<file path="src/rtl/prio_intc_pkg.sv">
`timescale 1ns/1ps
package prio_intc_pkg;

  typedef enum logic [1:0] {
    LVL_NONE = 2'd0,
    LVL_LOW  = 2'd1,
    LVL_HIGH = 2'd2,
    LVL_TOP  = 2'd3
  } level_t;

  // Strobes from the control half to the datapath half.
  typedef struct packed {
    logic push;
    logic pop;
    logic squash;
  } ctrl_strobe_t;

  // Routing of a source onto its slot: the first numSlots sources map one to
  // one; the rest wrap over the slots that only take high or low.
  function automatic int srcSlot(input int src, input int numSlots, input int topSlots);
    if (src < numSlots) return src;
    return topSlots + ((src - numSlots) % (numSlots - topSlots));
  endfunction

endpackage

</file>
<file path="src/rtl/prio_intc_arb.sv">
`timescale 1ns/1ps
module prio_intc_arb
  import prio_intc_pkg::*;
#(
  parameter int NUM_SLOTS = 10,
  parameter int NUM_SRC   = 22,
  parameter int TOP_SLOTS = 2,
  parameter int ADDR_W    = 8,
  parameter int VEC_BASE  = 3,
  parameter int VEC_STEP  = 8
) (
  input  logic                 clk,
  input  logic                 rstN,
  input  logic [NUM_SRC-1:0]   srcReq,
  input  logic [NUM_SLOTS-1:0] slotEn,
  input  logic [NUM_SLOTS-1:0] slotHigh,
  input  level_t               curLevel,
  input  ctrl_strobe_t         strobe,
  output logic                 vecValid,
  output logic [ADDR_W-1:0]    vecAddr,
  output level_t               vecLevel
);

  localparam int IDX_W = (NUM_SLOTS > 1) ? $clog2(NUM_SLOTS) : 1;

  logic [NUM_SLOTS-1:0] slotReq;
  level_t               slotLvl [NUM_SLOTS];
  level_t               bestLvl;
  logic [IDX_W-1:0]     bestIdx;
  logic                 hit;
  logic                 unusedStrobes;

  assign unusedStrobes = ^{strobe.push, strobe.pop};

  genvar g;
  generate
    for (g = 0; g < NUM_SLOTS; g++) begin : gSlot
      always_comb begin
        slotReq[g] = 1'b0;
        for (int s = 0; s < NUM_SRC; s++) begin
          if (srcSlot(s, NUM_SLOTS, TOP_SLOTS) == g) slotReq[g] = slotReq[g] | srcReq[s];
        end
      end
      if (g < TOP_SLOTS) begin : gTop
        assign slotLvl[g] = slotHigh[g] ? LVL_TOP : LVL_LOW;
      end else begin : gMid
        assign slotLvl[g] = slotHigh[g] ? LVL_HIGH : LVL_LOW;
      end
    end
  endgenerate

  // Scan from the top slot down so that a lower slot of equal level overrides.
  always_comb begin
    bestLvl = LVL_NONE;
    bestIdx = '0;
    for (int i = NUM_SLOTS - 1; i >= 0; i--) begin
      if (slotReq[i] && slotEn[i] && (slotLvl[i] > curLevel) && (slotLvl[i] >= bestLvl)) begin
        bestLvl = slotLvl[i];
        bestIdx = IDX_W'(i);
      end
    end
  end

  assign hit = (bestLvl != LVL_NONE);

  always_ff @(posedge clk) begin
    if (!rstN || strobe.squash) begin
      vecValid <= 1'b0;
      vecAddr  <= '0;
      vecLevel <= LVL_NONE;
    end else begin
      vecValid <= hit;
      vecAddr  <= hit ? ADDR_W'(VEC_BASE + VEC_STEP * int'(bestIdx)) : '0;
      vecLevel <= bestLvl;
    end
  end

endmodule

</file>
<file path="src/rtl/prio_intc_ctrl.sv">
`timescale 1ns/1ps
module prio_intc_ctrl
  import prio_intc_pkg::*;
#(
  parameter int STACK_DEPTH = 2
) (
  input  logic         clk,
  input  logic         rstN,
  input  logic         intAck,
  input  logic         intRet,
  input  logic         vecValid,
  input  level_t       vecLevel,
  output level_t       curLevel,
  output ctrl_strobe_t strobe
);

  localparam int DEPTH_W = $clog2(STACK_DEPTH + 1);
  localparam int SIDX_W  = (STACK_DEPTH > 1) ? $clog2(STACK_DEPTH) : 1;

  level_t             stackMem [STACK_DEPTH];
  logic [DEPTH_W-1:0] depth;
  logic               ackOk;
  logic               retOk;

  assign retOk = intRet && (curLevel != LVL_NONE);
  assign ackOk = intAck && vecValid && !intRet;

  always_comb begin
    strobe.push   = ackOk && (curLevel != LVL_NONE) && (depth < DEPTH_W'(STACK_DEPTH));
    strobe.pop    = retOk && (depth != '0);
    strobe.squash = ackOk || retOk;
  end

  always_ff @(posedge clk) begin
    if (!rstN) begin
      curLevel <= LVL_NONE;
      depth    <= '0;
      for (int i = 0; i < STACK_DEPTH; i++) stackMem[i] <= LVL_NONE;
    end else if (retOk) begin
      if (strobe.pop) begin
        curLevel <= stackMem[SIDX_W'(depth - 1'b1)];
        depth    <= depth - 1'b1;
      end else begin
        curLevel <= LVL_NONE;
      end
    end else if (ackOk) begin
      if (strobe.push) begin
        stackMem[SIDX_W'(depth)] <= curLevel;
        depth                    <= depth + 1'b1;
      end
      curLevel <= vecLevel;
    end
  end

endmodule

</file>
<file path="src/rtl/prio_intc.sv">
`timescale 1ns/1ps
module prio_intc
  import prio_intc_pkg::*;
#(
  parameter int NUM_SLOTS   = 10,
  parameter int NUM_SRC     = 22,
  parameter int TOP_SLOTS   = 2,
  parameter int ADDR_W      = 8,
  parameter int VEC_BASE    = 3,
  parameter int VEC_STEP    = 8,
  parameter int STACK_DEPTH = 2
) (
  input  logic                 clk,
  input  logic                 rstN,
  input  logic [NUM_SRC-1:0]   srcReq,
  input  logic [NUM_SLOTS-1:0] slotEn,
  input  logic [NUM_SLOTS-1:0] slotHigh,
  input  logic                 intAck,
  input  logic                 intRet,
  output logic                 vecValid,
  output logic [ADDR_W-1:0]    vecAddr,
  output logic [1:0]           curLevel
);

  level_t       curLvl;
  level_t       vecLvl;
  ctrl_strobe_t strobe;

  prio_intc_arb #(
    .NUM_SLOTS(NUM_SLOTS), .NUM_SRC(NUM_SRC), .TOP_SLOTS(TOP_SLOTS),
    .ADDR_W(ADDR_W), .VEC_BASE(VEC_BASE), .VEC_STEP(VEC_STEP)
  ) u_arb (
    .clk(clk), .rstN(rstN), .srcReq(srcReq), .slotEn(slotEn), .slotHigh(slotHigh),
    .curLevel(curLvl), .strobe(strobe),
    .vecValid(vecValid), .vecAddr(vecAddr), .vecLevel(vecLvl)
  );

  prio_intc_ctrl #(
    .STACK_DEPTH(STACK_DEPTH)
  ) u_ctrl (
    .clk(clk), .rstN(rstN), .intAck(intAck), .intRet(intRet),
    .vecValid(vecValid), .vecLevel(vecLvl),
    .curLevel(curLvl), .strobe(strobe)
  );

  assign curLevel = curLvl;

endmodule

</file>
<file path="config.mk">
export PLATFORM = sky130hd
export DESIGN_NAME = prio_intc
export DESIGN_NICKNAME = d
export VERILOG_FILES = /design/src/rtl/prio_intc_pkg.sv /design/src/rtl/prio_intc_arb.sv /design/src/rtl/prio_intc_ctrl.sv /design/src/rtl/prio_intc.sv
export SDC_FILE = /design/constraint.sdc
export NUM_CORES = 1
export LEC_CHECK = 0
export BUFFER_PORTS_ARGS = -buffer_cell sky130_fd_sc_hd__buf_4
export CAP_MARGIN = 20
export CORE_MARGIN = 4
export CORE_UTILIZATION = 35
export CTS_CLUSTER_SIZE = 25
export DETAILED_ROUTE_END_ITERATION = 6
export GPL_TIMING_DRIVEN = 1
export SYNTH_ARGS = -nofsm -noshare
export SYNTH_HDL_FRONTEND = slang
export SYNTH_SLANG_ARGS = --single-unit
</file>
<file path="constraint.sdc">
create_clock -name clk -period 14.33 [get_ports clk]
set_input_delay 0 -clock clk [delete_from_list [all_inputs] [get_ports clk]]
set_output_delay 0 -clock clk [all_outputs]
set_load 0.1 [all_outputs]
</file>
# After elaboration in Yosys (flattened, before gate mapping)
# Memory sizes are Yosys's and may differ from the RTL's.
# Cells that the tools add are included.
[totals]
ff_bits = 15
ram_bits = 4
in_bits = 46
output_inout_bits = 11
mem_count = 1
[op_classes]
n_addsub = 3
magnitude_cmp = 21
eq_ne = 1
n_mux = 46
bitwise = 13
n_reduce_logical = 48
[mem_list]
columns = ["memory", "depth", "word_bits", "rd", "rd_ports_with_merged_regs", "write_ports", "line_no", "text"]
rows = [
  ["u_ctrl.stackMem", 2, 2, 1, 0, 2, "prio_intc_ctrl.sv:20", "level_t stackMem [STACK_DEPTH];"],
]
[op_table]
columns = ["op", "n"]
rows = [
  ["two-way mux 2 bit", 28],
  ["two-way mux 4 bit", 10],
  ["logical AND 1 bit", 36],
  ["greater-than comparator 2 bit", 10],
  ["greater-or-equal comparator 2 bit", 9],
  ["OR 1 bit", 12],
  ["nonzero test 2 bit", 5],
  ["adder 2 x 7 -> 8 bit, first input constant", 1],
  ["two-way mux 1 bit", 8],
  ["OR reduction 2 bit", 2],
  ["AND reduction 3 bit", 1],
  ["adder 2 x 1 -> 2 bit, second input constant", 1],
  ["greater-or-equal comparator 2 x 1 -> 1 bit, second input constant", 1],
  ["logical NOT 1 bit", 2],
  ["logical OR 1 bit", 2],
  ["less-than comparator 2 bit, second input constant", 1],
  ["inequality test 2 bit, second input constant", 1],
  ["subtractor 2 x 1 -> 2 bit, second input constant", 1],
  ["NOT 1 bit", 1],
]

# Depth between registers and ports, before layout
# Gate-level depths: netlist of run 1.
[logic_depth]
ltp_word = 35
mapped_depth = 60
mapped_depth_nobuf = 59

# Modules after synthesis
# From an unflattened synthesis of run 1, not the netlist that was laid out.
[unflattened]
cells_unflattened = 242
area_unflattened_um2 = 2089.5
[by_module_without_submodules]
columns = ["module", "n_inst", "cells_each", "area_per_inst_um2", "seq_area_each_um2"]
rows = [
  ["prio_intc_arb", 1, 198, 1640.3, 160.2],
  ["prio_intc_ctrl", 1, 44, 449.2, 200.2],
]

# Least setup slack after synthesis of run 1
# OpenSTA, ideal clock, no wires.
[synth_timing]
kind = "register -> register"
start = "register u_ctrl.curLevel[1]"
end = "register u_arb.vecLevel[1]"
setup_time_ns = 0.116
t_arrival_ns = 11.736
required_ns = 14.214
path_slack_ns = 2.477
stages_incl_launch_ff = 60
path_buffers = 1
period_less_slack_ns = 11.853
cell_sequence = "dfxtp_1 inv_1 ha_1 nor2b_1 o211ai_1 nor2_1 ha_1 nand2b_1 a21o_1 nand2_1 mux2_2 ha_1 nor2b_1 and2_1 nor3_1 and3_1 o21ai_0 o31a_1 (+24 left out) ha_1 nand2b_1 a21oi_1 or4_1 clkbuf_1 and2_1 a21o_1 inv_1 ha_1 nand2b_1 inv_1 a41oi_2 o21ai_0 ha_1 o21ai_0 a21oi_2 or3_1 o211a_1"
[synth_via]
elab_chain_len = 31
elab_cells_between_ends = 53
classes_between = "order compare: 19; mux: 10; reduce/logical: 24"
[synth_lines]
columns = ["item", "line_no", "text"]
rows = [
  ["start, declared", "prio_intc_ctrl.sv:13", "output level_t curLevel,"],
  ["start signal, assigned", "prio_intc_ctrl.sv:41", "curLevel <= stackMem[SIDX_W'(depth - 1'b1)];"],
  ["start signal, assigned", "prio_intc_ctrl.sv:51", "curLevel <= vecLevel;"],
  ["greater-than comparator 2 bit", "prio_intc_arb.sv:57", "if (slotReq[i] && slotEn[i] && (slotLvl[i] > curLevel) && (slotLvl[i] >= bestLvl)) begin"],
  ["logical AND 1 bit (2 in series)", "prio_intc_arb.sv:57", ""],
  ["two-way mux 2 bit", "prio_intc_arb.sv:57", ""],
  ["greater-or-equal comparator 2 bit", "prio_intc_arb.sv:57", ""],
  ["logical AND 1 bit", "prio_intc_arb.sv:57", ""],
  ["two-way mux 2 bit", "prio_intc_arb.sv:57", ""],
  ["greater-or-equal comparator 2 bit", "prio_intc_arb.sv:57", ""],
  ["logical AND 1 bit", "prio_intc_arb.sv:57", ""],
  ["(+14 left out)", "-", ""],
  ["logical AND 1 bit", "prio_intc_arb.sv:57", ""],
  ["two-way mux 2 bit", "prio_intc_arb.sv:57", ""],
  ["greater-or-equal comparator 2 bit", "prio_intc_arb.sv:57", ""],
  ["logical AND 1 bit", "prio_intc_arb.sv:57", ""],
  ["two-way mux 2 bit", "prio_intc_arb.sv:57", ""],
  ["greater-or-equal comparator 2 bit", "prio_intc_arb.sv:57", ""],
  ["logical AND 1 bit", "prio_intc_arb.sv:57", ""],
  ["two-way mux 2 bit", "prio_intc_arb.sv:57", ""],
  ["end signal, assigned", "prio_intc_arb.sv:74", "vecLevel <= bestLvl;"],
  ["end, declared", "prio_intc_arb.sv:21", "output level_t vecLevel"],
]
# Parallel ways exist; a longest one is shown, timed or not.
# A chain may end at the register's enable or synchronous reset.

# Worst setup path in the final report of run 1
# Same ends and word-level chain as after synthesis.

==> results.json, run 1 <==
{
  "drt_wl_total_mm": 4.35,
  "drive_gt1_frac": 0.272,
  "gp_congestion": 0.822,
  "gr-usage-all-layers": 0.137,
  "drt-wirelength-per-cell_um": 12.3,
  "cts.clk_slew.worst_paths_ps": 60,
  "grt_pass1_vias": 1753,
  "ys_types": 54,
  "grt_max_degree": 14,
  "rsz0062_at_grt": "false",
  "period_minus_slack_ps": 12220,
  "power.leakage_nw": 1.13,
  "slowest_delay_ps": 660,
  "placed_area_um2": 2380,
  "hold_path_class": "in -> reg",
  "synth_edf_count": 4,
  "portBuffers": 54,
  "grt_pass1_wl_mm": 7.46,
  "area_growth_pct": 27.0,
  "status": "complete, no violations",
  "cp.required_ps": 14470,
  "cp.arrival_ps": 12360,
  "dr.pass1.iters": 4,
  "clock-root-buffer": "clkbuf_8",
  "max_slew_margin": 0.498,
  "fin_skew_ps": 1.95,
  "route.met3.wl_um": 207,
  "synth_area_um2": 1920,
  "tightestPinTransition_ps": 746,
  "power_density_nw_per_um2": 88.0,
  "layout.nets": 363,
  "drc": 0,
  "async_reset_ff_frac": 0,
  "clockBufferDepth": 2,
  "crit_top_cell": "ha_1",
  "cts.sinks": 16,
  "start_kind": "register",
  "syn_inst": 230,
  "wl_met2_mm": 2.05,
  "coreArea_um2": 5200,
  "cts_resized": 0,
  "cts_buffers": 3,
  "antenna_left": 0,
  "hold_viol_final": 0,
  "maxCapViolations": 0,
  "fin_crit_sh": 0.853,
  "clock_latency_ps": 250,
  "initial_utilization": 0.368,
  "finalSetupTns_ps": 0,
  "die_x_um": 82.0,
  "peakVddDrop_mv": 0.0682,
  "top_layer": "met4",
  "cts_hold_buf": 0,
  "die_area_um2": 6720,
  "path_class": "reg -> reg",
  "drt-met1-wl_mm": 2.04,
  "vias": 1827,
  "fmax_ghz": 0.0818,
  "viasPerCell": 5.18,
  "setup_slack_ps": 2110,
  "critical_path.slowest_cell": "or4_1",
  "grt-ovfl-total": 0,
  "setup_violations": 0,
  "die_y_um": 82.0,
  "dp_hpwl_mm": 3.61,
  "post_cts_buffers": 0,
  "cts_tree": "built",
  "end_kind": "register",
  "antenna_found_initial": 0,
  "diodes": 0,
  "drt_iter0_markers": 118,
  "cp_max_fo": 12,
  "final_area_um2": 2430,
  "rows": 26,
  "ys_seq_area_frac": 0.188,
  "place_inst": 349,
  "yosys_warnings": 0,
  "cts-htree-levels": 1,
  "boundaryPins": 57,
  "report.final.slew_viol_count": 0,
  "avgSynthCellArea_um2": 8.33,
  "ys.flop_type": "dfxtp_1",
  "ys_seq_elements": 16,
  "stdcell_count": 353,
  "dp_slack_ps": 2030
}
==> cell usage after synthesis, types with 2 or more instances <==
master / instances / area (um^2)
ha_1: 33 / 413
nand2_1: 19 / 71.3
nor2_1: 18 / 67.6
inv_1: 15 / 56.3
a21oi_1: 13 / 65.1
dfxtp_1: 12 / 240
o21ai_0: 11 / 55.1
nor3_1: 8 / 40.0
nand2b_1: 7 / 43.8
and2_1: 5 / 31.3
mux2i_1: 5 / 50.1
nor2b_1: 5 / 31.3
or3_1: 5 / 31.3
a21o_1: 4 / 30.0
a2bb2oi_1: 4 / 35.0
edfxtp_1: 4 / 120
o211ai_1: 4 / 30.0
buf_4: 3 / 22.5
nand3_1: 3 / 15.0
nor3b_1: 3 / 22.5
o211a_1: 3 / 30.0
o21a_1: 3 / 22.5
o22ai_1: 3 / 18.8
a211o_1: 2 / 17.5
a21boi_0: 2 / 15.0
a31oi_1: 2 / 12.5
and3_1: 2 / 12.5
clkbuf_1: 2 / 7.51
mux2_2: 2 / 22.5
o2111ai_1: 2 / 17.5
o311ai_0: 2 / 17.5
or2_2: 2 / 12.5
==> final cells by class <==
| class | instances | area (um^2) |
|---|---|---|
| multi-input combinational | 194 | 1470 |
| fill | 538 | 2770 |
| inverter | 15 | 56.3 |
| sequential | 16 | 360 |
| tap | 70 | 87.6 |
| clock buffer | 4 | 55.1 |
| timing repair buffer | 54 | 405 |
==> layout by cell type, fill, tap and decap left out, types with 3 or more instances in the layout <==
cell	n
and2_1	5
clkbuf_8	4
o21a_1	3
edfxtp_1	4
or3_1	5
buf_4	54
nor2_1	18
nor2b_1	5
o211ai_1	4
nand2b_1	7
inv_1	15
a21o_1	4
o22ai_1	3
o211a_1	3
mux2i_1	5
nand2_1	19
nand3_1	3
dfxtp_1	12
a21oi_1	13
ha_1	33
nor3b_1	3
a2bb2oi_1	4
o21ai_0	11
nor3_1	8
==> metrics by stage <==
| stage | power, mW | utilization | hold slack, ps |
|---|---|---|---|
| 6_report | 0.214 | 0.468 | 39.6 |
| 2_1_floorplan | 0.148 | - | 227 |
| 3_5_place_dp | 0.177 | 0.457 | 292 |
| 5_1_grt | 0.231 | 0.468 | 60.0 |
| 4_1_cts | 0.216 | 0.468 | 33.6 |
| 3_3_place_gp | 0.175 | 0.457 | 294 |
==> kinds of logic after synthesis <==
logic type               share of synthesized area
buffers and inverters                       0.0476
adder cells (fa/ha/maj)                      0.215
other                                      0.00196
AND/OR/NAND/NOR                              0.230
flip-flops                                   0.188
multiplexers                                0.0379
AO/OA/AOI/OAI                                0.279
==> critical path, delay by kind of cell, from the launching register on <==
| kind | cells | cell delay, ps |
|---|---|---|
| AO/OA/AOI/OAI | 20 | 3590 |
| buffers and inverters | 3 | 540 |
| adder cells (fa/ha/maj) | 10 | 2530 |
| multiplexers | 1 | 390 |
| AND/OR/NAND/NOR | 24 | 4690 |
| flip-flops | 1 | 340 |
==> report_power, final <==
| group | switching [mW] | leakage [nW] | internal (mW) |
|---|---|---|---|
| Clock | 0.0146 | 0.0288 | 0.0243 |
| Combinational | 0.0767 | 0.961 | 0.0449 |
| Sequential | 0.00230 | 0.140 | 0.0514 |
==> final timing paths <==
check	start	cells past startpoint	to	slack [ps]
worst min register to register	u_ctrl.depth[1]	2	u_ctrl.depth[1]	550
worst min-delay path	rstN	2	u_ctrl.curLevel[0]	40
worst max register to register	u_ctrl.curLevel[1]	58	u_arb.vecLevel[1]	2110
worst max-delay path	u_ctrl.curLevel[1]	58	u_arb.vecLevel[1]	2110
==> routing by layer <==
| metal | vias up | GRT usage |
|---|---|---|
| met3 | 5 | 0.00987 |
| li1 | 966 | - |
| met5 | - | 0 |
| met2 | 40 | 0.239 |
| met1 | 816 | 0.183 |
| met4 | 0 | 0.0299 |
==> sequential cells by signal, indices dropped and copies added, names as in the netlist <==
name / cells
u_ctrl.depth: 2
u_arb.vecValid: 1
u_arb.vecAddr: 5
u_ctrl.curLevel: 2
u_ctrl.stackMem: 4
u_arb.vecLevel: 2
Note: power is estimated with default switching activity, not from simulation.
==> run 2: changes to the inputs <==
- SLEW_MARGIN: not set -> 0
- clock period: 14.33 -> 13.9 ns (I/O delays scaled with it)
==> run 2 against run 1 <==
Utilization unchanged. Worst hold slack got worse by 1.6 ps. Sequential cell count unchanged. Die area unchanged. Clock-buffer cell count stayed put. Critical path type unchanged. Critical endpoint unchanged. Largest cell class unchanged.
==> results.json, run 2 (synthesized netlist as in run 1, its figures left out) <==
{
  "clock-root-buffer": "clkbuf_8",
  "portBuffers": 54,
  "clock_latency_ps": 250,
  "r2r_start": "u_ctrl.curLevel[1]",
  "post_cts_buffers": 0,
  "top_regs": "u_arb.vecAddr: 5 flops, u_ctrl.stackMem: 4 flops",
  "crit_family": "simple AND/OR/NAND/NOR gates",
  "diodes": 0,
  "initial_utilization": 0.368,
  "rows": 26,
  "slowest_delay_ps": 650,
  "cp_max_fo": 12,
  "switching_power_mw": 0.0965,
  "hold_ws_ps": 38.0,
  "grt_pass1_wl_mm": 7.32,
  "hold_viol_final": 0,
  "top_register": "u_arb.vecAddr",
  "fmax_ghz": 0.0819,
  "maxCapViolations": 0,
  "antenna_left": 0,
  "max_slew_margin": 0.506,
  "hold_path_class": "in -> reg",
  "hold-path-endpoint": "u_ctrl.curLevel[0]",
  "cp.required_ps": 14040,
  "drt_wl_total_mm": 4.27,
  "cts_resized": 0,
  "peakVddDrop_mv": 0.0599,
  "critical_path.slowest_cell": "or4_1",
  "boundaryPins": 57,
  "fin_crit_sh": 0.878,
  "crit_top_cell": "ha_1",
  "cts_hold_buf": 0,
  "cts_tree": "built",
  "die_y_um": 82.0,
  "end_kind": "register",
  "setup_violations": 0,
  "antenna_found_initial": 0,
  "cp.arrival_ps": 12350,
  "fin_skew_ps": 1.32,
  "grt-ovfl-total": 0,
  "power_density_nw_per_um2": 90.7,
  "coreArea_um2": 5200,
  "report.final.slew_viol_count": 0,
  "drive_gt1_frac": 0.272,
  "cts_buffers": 3,
  "nFillCells": 552,
  "gp_congestion": 0.832,
  "rsz0062_at_grt": "false",
  "period_minus_slack_ps": 12210,
  "die_x_um": 82.0,
  "dp_hpwl_mm": 3.60,
  "layout.nets": 363,
  "r2r_cells": 59,
  "drt-wirelength-per-cell_um": 12.1,
  "viasPerCell": 5.19,
  "clock_power_share": 0.184,
  "whs_path_depth": 2,
  "power.leakage_nw": 1.13,
  "cts.sinks": 16,
  "area_growth_pct": 27.0,
  "drt_iter0_markers": 63,
  "critPathBufInv": 3,
  "ff2ff_setup_slack_ps": 1690,
  "largest_reg_flops": 5,
  "p_int_mw": 0.124,
  "cts-htree-levels": 1,
  "layout_common_cells": "buf_4 (54), ha_1 (33), nand2_1 (19)",
  "hp-start": "rstN",
  "vias": 1832,
  "clockBufferDepth": 2,
  "comb_power_share": 0.564,
  "path_class": "reg -> reg",
  "grt_pass1_vias": 1735,
  "die_area_um2": 6720,
  "cts.clk_slew.worst_paths_ps": 60,
  "final_common_cell": "buf_4",
  "reg2reg_to": "u_arb.vecLevel[1]",
  "tightestPinTransition_ps": 734,
  "start_kind": "register",
  "drc": 0,
  "gr-usage-all-layers": 0.134,
  "seqPwrFrac": 0.253,
  "dr.pass1.iters": 4,
  "grt_max_degree": 14,
  "finalSetupTns_ps": 0,
  "status": "complete, no violations",
  "swShare": 0.437
}
run 2: power groups by stage:
| stage | combinational (mW) | clock [mW] | sequential, mW |
|---|---|---|---|
| after global routing | 0.138 | 0.0426 | 0.0565 |
| after global placement | 0.124 | 0 | 0.0569 |
| after floorplan | 0.0708 | 0 | 0.0814 |
| final | 0.124 | 0.0406 | 0.0558 |
| after detailed placement | 0.125 | 0 | 0.0570 |
| after CTS | 0.126 | 0.0410 | 0.0560 |
run 2: cell type report:
cell class,instances,area (um^2),area share
flip-flops and latches,16,360,0.148
clock buffers,4,55.1,0.0226
well taps,70,87.6,0.0360
multi-input cells,194,1470,0.604
inverters,15,56.3,0.0231
repair buffers,54,405,0.167
run 2: per-stage QoR:
step	power (mW)	worst slack, ps	std cells	utilization	instance area [um^2]
final	0.221	1690	353	0.468	2430
after global routing	0.237	593	353	0.468	2430
after CTS	0.223	1670	353	0.468	2430
after detailed placement	0.182	1700	349	0.457	2380
after global placement	0.181	1830	349	0.457	2380
after floorplan	0.152	2050	231	-	1920
run 2: worst max path at each step:
| stage | from | cells after the start | slack [ps] | to |
|---|---|---|---|---|
| floorplan | u_ctrl.curLevel[1] | 59 | 2050 | u_arb.vecLevel[1] |
| global placement | u_ctrl.curLevel[1] | 59 | 1830 | u_arb.vecLevel[1] |
| detailed placement | u_ctrl.curLevel[1] | 59 | 1700 | u_arb.vecLevel[1] |
| CTS | u_ctrl.curLevel[1] | 59 | 1670 | u_arb.vecLevel[1] |
| global route | u_ctrl.curLevel[1] | 58 | 590 | u_arb.vecLevel[1] |
| finish | u_ctrl.curLevel[1] | 59 | 1690 | u_arb.vecLevel[1] |
run 2: metal layers:
layer / share of wire / track usage / vias to the layer above
met2: 0.47 / 0.239 / 44
met3: 0.047 / 0.00658 / 4
met4: 0.011 / 0.0349 / 0
met1: 0.47 / 0.176 / 823
met5: 0 / 0 / -
li1: - / - / 961
